<file path="config.mk">
export PLATFORM = sky130hd
export DESIGN_NAME = dspace_mapper
export DESIGN_NICKNAME = d
export VERILOG_FILES = /design/src/rtl/dsm_pkg.sv /design/src/rtl/dsm_win_cfg.sv /design/src/rtl/dsm_access_stage.sv /design/src/rtl/dsm_rdata_route.sv /design/src/rtl/dspace_mapper.sv
export SDC_FILE = /design/constraint.sdc
export NUM_CORES = 1
export LEC_CHECK = 0
export ABC_AREA = 1
export ABC_CLOCK_PERIOD_IN_PS = 2100
export BUFFER_PORTS_ARGS = -buffer_cell sky130_fd_sc_hd__buf_2
export CAP_MARGIN = 10
export CORE_MARGIN = 4
export CORE_UTILIZATION = 40
export CTS_CLUSTER_DIAMETER = 50
export CTS_CLUSTER_SIZE = 28
export DETAILED_ROUTE_END_ITERATION = 6
export PLACE_DENSITY = 0.8
export SYNTH_ARGS = -nofsm -noshare
export SYNTH_HDL_FRONTEND = slang
export SYNTH_SLANG_ARGS = --single-unit
</file>
<file path="constraint.sdc">
create_clock -name clk -period 2.1 [get_ports clk]
set_input_delay 0 -clock clk [delete_from_list [all_inputs] [get_ports clk]]
set_output_delay 0 -clock clk [all_outputs]
set_load 0.02 [all_outputs]
</file>
<file path="src/rtl/dsm_pkg.sv">
package dsm_pkg;
   localparam int ADDR_W = 16;
   localparam int WIN_OFS_W = ADDR_W - 1;

   typedef enum logic [2:0] {
      TGT_NONE = 3'd0,
      TGT_SFR  = 3'd1,
      TGT_RAM  = 3'd2,
      TGT_XRAM = 3'd3,
      TGT_PGM  = 3'd4
   } tgt_e;
endpackage

</file>
<file path="src/rtl/dsm_win_cfg.sv">
module dsm_win_cfg #(
   parameter int PAGE_W = 8
) (
   input  logic              clk,
   input  logic              rst_n,
   input  logic              cfg_wr,
   input  logic              cfg_prog,
   input  logic [PAGE_W-1:0] cfg_page,
   output logic              win_prog,
   output logic [PAGE_W-1:0] win_page
);
   always_ff @(posedge clk or negedge rst_n) begin
      if (!rst_n) begin
         win_prog <= 1'b0;
         win_page <= '0;
      end else if (cfg_wr) begin
         win_prog <= cfg_prog;
         win_page <= cfg_page;
      end
   end

   AST_CFG_HOLD: assert property (@(posedge clk) disable iff (!rst_n)
      !cfg_wr |=> ($stable(win_prog) && $stable(win_page)));
endmodule

</file>
<file path="src/rtl/dsm_access_stage.sv">
module dsm_access_stage
   import dsm_pkg::*;
#(
   parameter int PAGE_W    = 8,
   parameter int SFR_BYTES = 2048,
   localparam int PHYS_W   = PAGE_W + WIN_OFS_W
) (
   input  logic              clk,
   input  logic              rst_n,
   input  logic              req,
   input  logic              we,
   input  logic [ADDR_W-1:0] addr,
   input  logic              win_prog,
   input  logic [PAGE_W-1:0] win_page,
   output tgt_e              tgt_q,
   output logic [PHYS_W-1:0] phys_q,
   output logic              we_q,
   output logic              err_q,
   output logic              lane_q
);
   localparam logic [ADDR_W-1:0] SFR_LAST = ADDR_W'(SFR_BYTES - 1);

   tgt_e              tgt_d;
   logic [PHYS_W-1:0] phys_d;
   logic              err_d;
   logic              in_win;

   assign in_win = addr[ADDR_W-1];

   always_comb begin
      tgt_d  = TGT_NONE;
      err_d  = 1'b0;
      phys_d = {{PAGE_W{1'b0}}, addr[WIN_OFS_W-1:0]};
      if (req) begin
         if (!in_win) begin
            tgt_d = (addr <= SFR_LAST) ? TGT_SFR : TGT_RAM;
         end else begin
            phys_d = {win_page, addr[WIN_OFS_W-1:0]};
            if (!win_prog)  tgt_d = TGT_XRAM;
            else if (we)    err_d = 1'b1;
            else            tgt_d = TGT_PGM;
         end
      end
   end

   always_ff @(posedge clk or negedge rst_n) begin
      if (!rst_n) begin
         tgt_q  <= TGT_NONE;
         phys_q <= '0;
         we_q   <= 1'b0;
         err_q  <= 1'b0;
         lane_q <= 1'b0;
      end else begin
         tgt_q  <= tgt_d;
         phys_q <= phys_d;
         we_q   <= we && (tgt_d != TGT_NONE);
         err_q  <= err_d;
         lane_q <= addr[1];
      end
   end

   AST_ERR_DROPS: assert property (@(posedge clk) disable iff (!rst_n)
      err_q |-> (tgt_q == TGT_NONE && !we_q));
   AST_PGM_NO_WRITE: assert property (@(posedge clk) disable iff (!rst_n)
      (tgt_q == TGT_PGM) |-> !we_q);
   AST_LOW_HALF: assert property (@(posedge clk) disable iff (!rst_n)
      (req && !addr[ADDR_W-1]) |=> (tgt_q == TGT_SFR || tgt_q == TGT_RAM));
   AST_WIN_HALF: assert property (@(posedge clk) disable iff (!rst_n)
      (req && addr[ADDR_W-1]) |=> (tgt_q == TGT_XRAM || tgt_q == TGT_PGM || err_q));
endmodule

</file>
<file path="src/rtl/dsm_rdata_route.sv">
module dsm_rdata_route
   import dsm_pkg::*;
#(
   parameter int DATA_W = 16,
   parameter int PROG_W = 24
) (
   input  tgt_e              tgt,
   input  logic              lane,
   input  logic [DATA_W-1:0] sfr_rdata,
   input  logic [DATA_W-1:0] ram_rdata,
   input  logic [DATA_W-1:0] xram_rdata,
   input  logic [PROG_W-1:0] pgm_rdata,
   output logic [DATA_W-1:0] rdata
);
   localparam int HI_W = PROG_W - DATA_W;

   logic [DATA_W-1:0] pgm_hi;

   generate
      if (HI_W < DATA_W) begin : g_pad_hi
         assign pgm_hi = {{(DATA_W - HI_W){1'b0}}, pgm_rdata[PROG_W-1:DATA_W]};
      end else begin : g_full_hi
         assign pgm_hi = pgm_rdata[DATA_W +: DATA_W];
      end
   endgenerate

   always_comb begin
      unique case (tgt)
         TGT_SFR:  rdata = sfr_rdata;
         TGT_RAM:  rdata = ram_rdata;
         TGT_XRAM: rdata = xram_rdata;
         TGT_PGM:  rdata = lane ? pgm_hi : pgm_rdata[DATA_W-1:0];
         default:  rdata = '0;
      endcase
   end
endmodule

</file>
<file path="src/rtl/dspace_mapper.sv">
module dspace_mapper
   import dsm_pkg::*;
#(
   parameter int PAGE_W    = 8,
   parameter int DATA_W    = 16,
   parameter int PROG_W    = 24,
   parameter int SFR_BYTES = 2048,
   localparam int PHYS_W   = PAGE_W + WIN_OFS_W
) (
   input  logic              clk,
   input  logic              rst_n,
   input  logic              cpu_req,
   input  logic              cpu_we,
   input  logic [15:0]       cpu_addr,
   input  logic              win_cfg_wr,
   input  logic              win_cfg_prog,
   input  logic [PAGE_W-1:0] win_cfg_page,
   output logic              sfr_sel,
   output logic              ram_sel,
   output logic              xram_sel,
   output logic              pgm_sel,
   output logic              mem_we,
   output logic [PHYS_W-1:0] phys_addr,
   output logic              wr_err,
   input  logic [DATA_W-1:0] sfr_rdata,
   input  logic [DATA_W-1:0] ram_rdata,
   input  logic [DATA_W-1:0] xram_rdata,
   input  logic [PROG_W-1:0] pgm_rdata,
   output logic [DATA_W-1:0] cpu_rdata
);
   initial begin
      if (PAGE_W < 1 || PAGE_W > 16)
         $error("dspace_mapper: PAGE_W out of range");
      if (PROG_W <= DATA_W || PROG_W > 2 * DATA_W)
         $error("dspace_mapper: PROG_W must lie in (DATA_W, 2*DATA_W]");
      if (SFR_BYTES < 2 || SFR_BYTES > 32768 || (SFR_BYTES & (SFR_BYTES - 1)) != 0)
         $error("dspace_mapper: SFR_BYTES must be a power of two within the low half");
   end

   logic              win_prog;
   logic [PAGE_W-1:0] win_page;
   tgt_e              tgt_q;
   logic              lane_q;

   dsm_win_cfg #(.PAGE_W(PAGE_W)) u_cfg (
      .clk      (clk),
      .rst_n    (rst_n),
      .cfg_wr   (win_cfg_wr),
      .cfg_prog (win_cfg_prog),
      .cfg_page (win_cfg_page),
      .win_prog (win_prog),
      .win_page (win_page)
   );

   dsm_access_stage #(.PAGE_W(PAGE_W), .SFR_BYTES(SFR_BYTES)) u_stage (
      .clk      (clk),
      .rst_n    (rst_n),
      .req      (cpu_req),
      .we       (cpu_we),
      .addr     (cpu_addr),
      .win_prog (win_prog),
      .win_page (win_page),
      .tgt_q    (tgt_q),
      .phys_q   (phys_addr),
      .we_q     (mem_we),
      .err_q    (wr_err),
      .lane_q   (lane_q)
   );

   dsm_rdata_route #(.DATA_W(DATA_W), .PROG_W(PROG_W)) u_route (
      .tgt        (tgt_q),
      .lane       (lane_q),
      .sfr_rdata  (sfr_rdata),
      .ram_rdata  (ram_rdata),
      .xram_rdata (xram_rdata),
      .pgm_rdata  (pgm_rdata),
      .rdata      (cpu_rdata)
   );

   assign sfr_sel  = (tgt_q == TGT_SFR);
   assign ram_sel  = (tgt_q == TGT_RAM);
   assign xram_sel = (tgt_q == TGT_XRAM);
   assign pgm_sel  = (tgt_q == TGT_PGM);

   AST_ONE_SELECT: assert property (@(posedge clk) disable iff (!rst_n)
      $onehot0({sfr_sel, ram_sel, xram_sel, pgm_sel}));
   AST_IDLE_QUIET: assert property (@(posedge clk) disable iff (!rst_n)
      !cpu_req |=> !(sfr_sel || ram_sel || xram_sel || pgm_sel || mem_we || wr_err));
   AST_WE_NEEDS_SEL: assert property (@(posedge clk) disable iff (!rst_n)
      mem_we |-> (sfr_sel || ram_sel || xram_sel));
   AST_ERR_ONE_CYCLE: assert property (@(posedge clk) disable iff (!rst_n)
      (wr_err && !$past(cpu_req)) |-> 1'b0);
endmodule

</file>
# After elaboration in Yosys (flattened, before gate mapping)
# Cells that the tools add are included.
# word_totals
output_inout_bits	45
rom_bits	0
ff_bits	38
input_bits	102
ramBits	0
latchBits	0
n_memories	0
# classes
multipliers	0
bitwise	0
shift	0
n_addsub	0
n_mux	13
div_mod_pow	0
n_reduce_logical	2
magnitude_cmp	1
eq_ne	4
# op_table
op	count
16-bit case mux with 4 select lines	1
23-bit 2-to-1 mux	2
16-bit by 11-bit <= comparator with 1-bit output (second input constant)	1
16-bit 2-to-1 mux	1
3-bit 2-to-1 mux	4
3-bit by 2-bit == test with 1-bit output (second input constant)	2
1-bit 2-to-1 mux	4
3-bit by 1-bit == test with 1-bit output (second input constant)	1
3-bit == test (second input constant)	1
3-bit nonzero test	1
2-bit 2-to-1 mux	1
1-bit logical AND	1

# Depth between registers and ports, before layout
# Gate-level depths: netlist of the first run.
# depth
word_depth	6
depth_mapped	7
ltp_nobuf	5

# Hierarchy
# A second synthesis of the first run with hierarchy kept.
# hier_totals
cells_unflattened	275
hier_area_um2	1993.2
# by_module_without_submodules
module	area_per_inst_um2	n_inst	cells_each	seq_area_each_um2
dsm_access_stage	839.6	1	62	700.7
dsm_rdata_route	774.5	1	165	0.0
dsm_win_cfg	341.6	1	38	225.2
dspace_mapper	37.5	1	10	0.0

# Worst setup path before layout of the first run
# Ideal clock, no wire load.
# synth_timing
path_kind	register to output
startpoint	register u_stage.tgt_q[1]
endpoint	output cpu_rdata[0]
n_path_buf	1
path_stages_with_launch	7
t_arrival_ps	1260
setup_slack_ps	840
cell_sequence	dfrtp_1 buf_4 inv_1 nand2_1 nor2_2 nand2_1 nand4_1
# synth_between
elab_chain_cells	2
# synth_lines
element	line	text
from (decl)	dsm_access_stage.sv:15	output tgt_e tgt_q,
from (signal assigned)	dsm_access_stage.sv:54	tgt_q <= tgt_d;
3-bit == test	n/a	
via pgm_sel	dspace_mapper.sv:21	output logic pgm_sel,
16-bit case mux with 4 select lines	dsm_rdata_route.sv:28	unique case (tgt)
to (decl)	dspace_mapper.sv:29	output logic [DATA_W-1:0] cpu_rdata
# The timed path passes the listed nets, and every way through them passes these cells.

# Worst setup path after layout of the first run
# layout_timing
startpoint	register u_stage.tgt_q[2]
endpoint	output cpu_rdata[10]
# layout_between
elab_chain_cells	2
# layout_lines
element	line
3-bit == test (tied with other cells)	dsm_rdata_route.sv:28
16-bit case mux with 4 select lines (*)	dsm_rdata_route.sv:28
# Mark *: on every way between the ends. The rest lies on a longest branch, timed or not.

==> out/metrics.yaml, run 1 <==
finish:
  layout_commonest_cell: "buf_2"
  drive_gt1_share_pct: 37.6
  fin_util_pct: 67.6
  layout.nets: 527
  nFillCells: 418
  layout_common_cells: "buf_2, nand2_1, dfrtp_1"
  stdcell_area_um2: 3040
  fin_cells: 479
  layout-area-overhead-vs-synth_pct: 58.1
worst_setup_path:
  crit_top_cell: "nor2_1"
  worst_r2r_endpoint: "u_stage.tgt_q[1]"
  slowest_delay_ps: 460
  criticalPathCategory: "reg -> out"
  critPathBufInv: 2
  crit_slowest_cell: "dfrtp_1"
  path_cells: "inv_2 > nand3_2 > nor2_1 > nor2_1 > nand2_1 > buf_2"
  start_kind: "flop"
  cp.depth: 6
  crit_fanout: 25
  r2r-start: "u_cfg.win_prog"
  critical_path_arrival_ps: 1790
  path_delay_family: "simple AND/OR/NAND/NOR gates"
  required_ps: 2100
  reg2regPathDepth: 4
  r2r_slack_ps: 1330
  end_kind: "output port"
clock_tree:
  ctsRootBufferMaster: "clkbuf_8"
  cts_buffers: 5
  cts-htree-levels: 2
  insertion_delay_ps: 280
  cts_sinks: 37
  cts_buffer_depth: 2
  tritoncts: "built"
  clk_pin_slew_ps: 70
hold_path:
  worstHoldPathType: "in -> reg"
  hold_depth: 3
  holdCritStartpoint: "win_cfg_wr"
  hold_path_end: "u_cfg.win_page[7]"
floorplan:
  io_pins: 147
  chipHeight_um: 77.4
  coreArea_um2: 4500
  die_w_um: 77.4
  dieArea_um2: 5990
  rows: 24
  initial_core_util_pct: 42.8
placement:
  io_buffers: 146
  dpl.cell_count: 442
  preCtsSetupSlack_ps: 632
  gp_congestion: 0.848
  placed_cell_area_um2: 2650
  dp_hpwl_um: 4620
detailed_routing:
  drt_iter0_markers: 108
  drtAntennaViolNets: 0
  vias_per_cell: 4.90
  drc: 0
  drtPass1Iterations: 4
  drt-total-wl_um: 6750
  via_count: 2346
  wl_per_cell_um: 14.1
global_routing:
  first_global_vias: 2276
  grt_usage_pct: 22.6
  antenna_found_initial: 1
  grt_max_degree: 38
  grt_pass1_wl_um: 10800
  grt_overflow_total: 0
sta:
  rsz0062_at_grt: "no"
  slew_violations: 0
  timing.final.crit_share_pct: 85.4
  relSlewSlack_pct: 48.0
  skew_ps: 6.53
  final-setup-viol-count: 0
  setup_ws_ps: 306
  period_minus_slack_ps: 1790
  timing.setup.tns_ps: 0
  worst_slew_pin_slew_ps: 780
  hold_viol_final: 0
  fmax_mhz: 557
synthesis:
  ys_top_cells_by_area: "dfrtp_1, nand2_1, nand4_1, nor2_1, inv_1"
  ys_seq_elements: 37
  synth_top_area_share_pct: 48.1
  syn_nets: 359
  ys_seq_area_share_pct: 48.1
  synth_cell_types: 20
  yosysTopAreaCell: "dfrtp_1"
  syn_area_per_cell_um2: 7.49
  syn_area_um2: 1930
  synth_warnings: 0
  syn_inst: 257
power:
  total_leakage_power_nw: 1.76
  powerDensity_nw_per_um2: 610
  ir_worst_vdd_v: 0.000553
outcome:
  status: "complete, no violations"
flow_run:
  maxCapViolations: 0
## synth_stat cells
library cell and instances:
inv_2 2, o21ai_1 1, buf_4 3, buf_6 2
nor2_2 1, nand2_1 70, a21oi_1 1, o21bai_1 1
nor2_4 1, nor2_1 35, inv_1 29, clkinv_1 2
buf_2 7, nor3_1 4, nand3_1 17, o21ai_0 8
clkbuf_1 3, dfrtp_1 37, nand4_1 32, nand3_2 1
## power breakdown
| group | internal [W] | switching [W] |
|---|---|---|
| registers | 0.000753 | 0.0000198 |
| clock network | 0.000387 | 0.000241 |
| logic | 0.000193 | 0.000262 |
| total | 0.00133 | 0.000524 |
## worst max-delay path by stage
stage	slack [ps]	to	from
CTS	310	cpu_rdata[11]	u_stage.tgt_q[2]
detailed placement	630	cpu_rdata[11]	u_stage.tgt_q[2]
global placement	700	cpu_rdata[5]	u_stage.phys_q[1]
global route	160	cpu_rdata[11]	u_stage.tgt_q[2]
floorplan	840	cpu_rdata[0]	u_stage.tgt_q[1]
finish	310	cpu_rdata[10]	u_stage.tgt_q[2]
## area by class of cell
class | count | area, um2 | area share [%]
Timing Repair Buffer | 176 | 1030 | 33.7
Sequential cell | 37 | 926 | 30.4
Multi-Input combinational cell | 172 | 785 | 25.8
Inverter | 33 | 124 | 4.07
Clock buffer | 7 | 86.3 | 2.84
Tap cell | 52 | 65.1 | 2.14
Clock inverter | 1 | 30.0 | 0.986
Antenna cell | 1 | 2.50 | 0.0822
## tightest hold or removal path: stages
cell and delay (ps):
buf_2 200, nand2_1 90, o21ai_1 50
## state kept, by name, summed over array words and instances (netlist names)
name / flops
u_cfg.win_page: 8
u_stage.we_q: 1
u_cfg.win_prog: 1
u_stage.tgt_q: 3
u_stage.err_q: 1
u_stage.phys_q: 23
## cell families (layout without fill, tap and decap cells)
logic type / count (synthesis) / after routing / share of synthesized area, %
DFF: 37 / 37 / 48.1
and+or+nand+nor: 161 / 161 / 37.8
AOI/OAI and AO/OA: 11 / 11 / 2.99
buffers and inverters: 48 / 217 / 11.2
other: 0 / 1 / 0
## what timing repair did
action	in CTS	in global routing
hold buffers	28	0
setup buffers	0	0
hold endpoints to repair	66	0
resized for setup	0	0
## per-layer routing
| layer | GRT usage, % | routed length (um) | vias to the layer above |
|---|---|---|---|
| li1 | - | - | 1158 |
| met1 | 25.6 | 2500 | 1056 |
| met2 | 40.1 | 3410 | 119 |
| met3 | 7.64 | 722 | 13 |
| met4 | 7.47 | 119 | 0 |
| met5 | 0 | 0 | - |
## per-stage QoR
step / hold slack (ps) / total power, W
2_1_floorplan: -296 / 0.00101
3_5_place_dp: 110 / 0.00120
3_3_place_gp: 108 / 0.00119
5_1_grt: 116 / 0.00196
4_1_cts: 71.1 / 0.00186
6_report: 91.5 / 0.00186
Power figures use the tool's default switching activity.
==> run 2, diff against run 1 <==
--- a/config.mk
+++ b/config.mk
@@ -15,6 +15,7 @@
 export CTS_CLUSTER_SIZE = 28
 export DETAILED_ROUTE_END_ITERATION = 6
 export PLACE_DENSITY = 0.8
+export SLEW_MARGIN = 10
 export SYNTH_ARGS = -nofsm -noshare
 export SYNTH_HDL_FRONTEND = slang
 export SYNTH_SLANG_ARGS = --single-unit
==> constraint.sdc (replaced) <==
create_clock -name clk -period 2.1 [get_ports clk]
set_input_delay 0.42 -clock clk [delete_from_list [all_inputs] [get_ports clk]]
set_output_delay 0.42 -clock clk [all_outputs]
set_load 0.02 [all_outputs]
==> run 2 against run 1 <==
Total power up 3.1%. Sequential power about the same. Highest routed layer unchanged. Non-clock buffer count fell by 18. Wire length fell by 10%. First-iteration DRC count fell by 15%.
==> out/metrics.yaml, run 2 (synthesis results as in run 1) <==
sta:
  slew_violations: 0  # unchanged
  holdWs_ps: 216  # was 91.5 ps
  worst_slew_pin_slew_ps: 782  # was 780 ps
  relSlewSlack_pct: 47.8  # was 48.0%
  setup_ws_ps: 116  # was 306 ps
  fmax_mhz: 504  # was 557 MHz
  hold_viol_final: 0  # unchanged
  skew_ps: 2.08  # was 6.53 ps
  period_minus_slack_ps: 1980  # was 1790 ps
  timing.setup.tns_ps: 0  # unchanged
  timing.final.crit_share_pct: 94.5  # was 85.4%
  final-setup-viol-count: 0  # unchanged
placement:
  dpl.cell_count: 445  # was 442
  placed_cell_area_um2: 2670  # was 2650 um2
  preCtsSetupSlack_ps: 214  # was 632 ps
  io_buffers: 146  # unchanged
  gp_congestion: 0.877  # was 0.848
  dp_hpwl_um: 4680  # was 4620 um
global_routing:
  grt_overflow_total: 0  # unchanged
  grt_pass1_wl_um: 9400  # was 10,800 um
  first_global_vias: 2036  # was 2,276
  antenna_found_initial: 0  # was 1
  grt_usage_pct: 19.2  # was 22.6%
  grt_max_degree: 38  # unchanged
flow_run:
  maxCapViolations: 0  # unchanged
worst_setup_path:
  start_kind: "flop"  # unchanged
  startpoint: "u_stage.tgt_q[1]"  # was u_stage.tgt_q[2]
  criticalPathCategory: "reg -> out"  # unchanged
  worst_r2r_endpoint: "u_stage.tgt_q[1]"  # unchanged
  reg2regPathDepth: 4  # unchanged
  path_cells: "buf_4 > nor2_4 > buf_4 > nand3_1 > nand2_1 > clkinv_1 > nand2_1 > buf_2"  # was inv_2 > nand3_2 > nor2_1 > nor2_1 > nand2_1 > buf_2
  cp-endpoint: "cpu_rdata[9]"  # was cpu_rdata[10]
  slowest_delay_ps: 390  # was 460 ps
  required_ps: 1680  # was 2100 ps
  end_kind: "output port"  # unchanged
  crit_fanout: 11  # was 25
  r2r-start: "u_cfg.win_prog"  # unchanged
  critical_path_arrival_ps: 1560  # was 1790 ps
  r2r_slack_ps: 1320  # was 1330 ps
  crit_slowest_cell: "dfrtp_1"  # unchanged
floorplan:
  chipHeight_um: 77.4  # unchanged
  die_w_um: 77.4  # unchanged
  io_pins: 147  # unchanged
  dieArea_um2: 5990  # unchanged
  initial_core_util_pct: 42.8  # unchanged
  coreArea_um2: 4500  # unchanged
  rows: 24  # unchanged
power:
  powerDensity_nw_per_um2: 664  # was 610 nW/um2
  ir_worst_vdd_v: 0.000669  # was 0.000553 V
  total_leakage_power_nw: 1.69  # was 1.76 nW
finish:
  multi_input_area_um2: 802  # was 785 um2
  layout-area-overhead-vs-synth_pct: 49.8  # was 58.1%
  layout_commonest_cell: "buf_2"  # unchanged
  stdcell_area_um2: 2880  # was 3040 um2
  nFillCells: 409  # was 418
  largest-register: "u_stage.phys_q"  # unchanged
  layout.nets: 509  # was 527
  seqCellArea_um2: 930  # was 926 um2
  fin_cells: 460  # was 479
  drive_gt1_share_pct: 43.1  # was 37.6%
  layout_common_cells: "buf_2, nand2_1, nor2_1"  # was buf_2, nand2_1, dfrtp_1
  top_regs: "u_stage.phys_q (23), u_cfg.win_page (8), u_stage.tgt_q (3)"  # unchanged
  antenna_cells: 0  # was 1
  largest_reg_flops: 23  # unchanged
clock_tree:
  tritoncts: "built"  # unchanged
  ctsRootBufferMaster: "clkbuf_8"  # unchanged
  cts_hold_buf: 0  # was 28
  insertion_delay_ps: 280  # about the same
  cts_sinks: 37  # unchanged
  cts_buffer_depth: 2  # unchanged
  cts-htree-levels: 2  # unchanged
  cts_buffers: 5  # unchanged
  clk_pin_slew_ps: 70  # about the same
detailed_routing:
  drt_iter0_markers: 92  # was 108
  wl_per_cell_um: 13.2  # was 14.1 um
  drtAntennaViolNets: 0  # unchanged
  drtPass1Iterations: 4  # unchanged
  drc: 0  # unchanged
  drt-total-wl_um: 6050  # was 6750 um
  vias_per_cell: 4.90  # about the same
  via_count: 2252  # was 2,346
outcome:
  status: "complete, no violations"  # unchanged
hold_path:
  worstHoldPathType: "in -> async"  # was in -> reg
==> run 2: metal layers <==
metal  global-route usage (%)  part of all wire [%]  vias up
met5                        0                     0        -
met4                     3.74                   1.3        0
met3                     7.52                    13        9
met2                     32.8                    48      128
met1                     23.1                    38      989
li1                         -                     -     1126
==> run 2: worst min path at each step <==
stage | to | slack, ps | cells past startpoint
2_1_floorplan | u_cfg.win_page[0] | 120 | 0
3_3_place_gp | u_stage.phys_q[17] | 470 | 2
3_5_place_dp | u_stage.phys_q[18] | 480 | 2
4_1_cts | u_cfg.win_page[6] | 230 | 1
5_1_grt | u_stage.phys_q[7] | 220 | 1
6_report | u_cfg.win_page[7] | 220 | 1
==> run 2: stage by stage <==
stage / power (W) / util, %
6_report: 0.00192 / 64.0
5_1_grt: 0.00203 / 64.0
4_1_cts: 0.00192 / 62.6
3_5_place_dp: 0.00120 / 59.2
3_3_place_gp: 0.00119 / 59.2
2_1_floorplan: 0.00101 / -
==> run 2: report_power, final <==
part	internal (W)	switching, W
registers	0.000754	0.0000195
logic	0.000177	0.000258
clock network	0.000471	0.000236
total	0.00140	0.000513
==> run 2: cell type report <==
class / count / area share (%)
multi-input combinational: 172 / 27.8
clock buffer: 5 / 2.39
clock inverter: 3 / 2.26
tap: 52 / 2.26
inverter: 33 / 4.60
timing repair buffer: 158 / 28.5
sequential: 37 / 32.2
==> run 2: what timing repair did <==
item                                   4_1_cts  5_1_grt
setup endpoints to repair                   12       16
setup buffers                                1        6
endpoints found under the hold margin        0        0
pin swaps                                    0        1
resized for setup                            3        6
==> run 2: worst max-delay path: cells and delay by family, from the launching register on <==
family,cells,cell delay (ps)
buf+inv,4,540
flops,1,390
simple gates,4,340
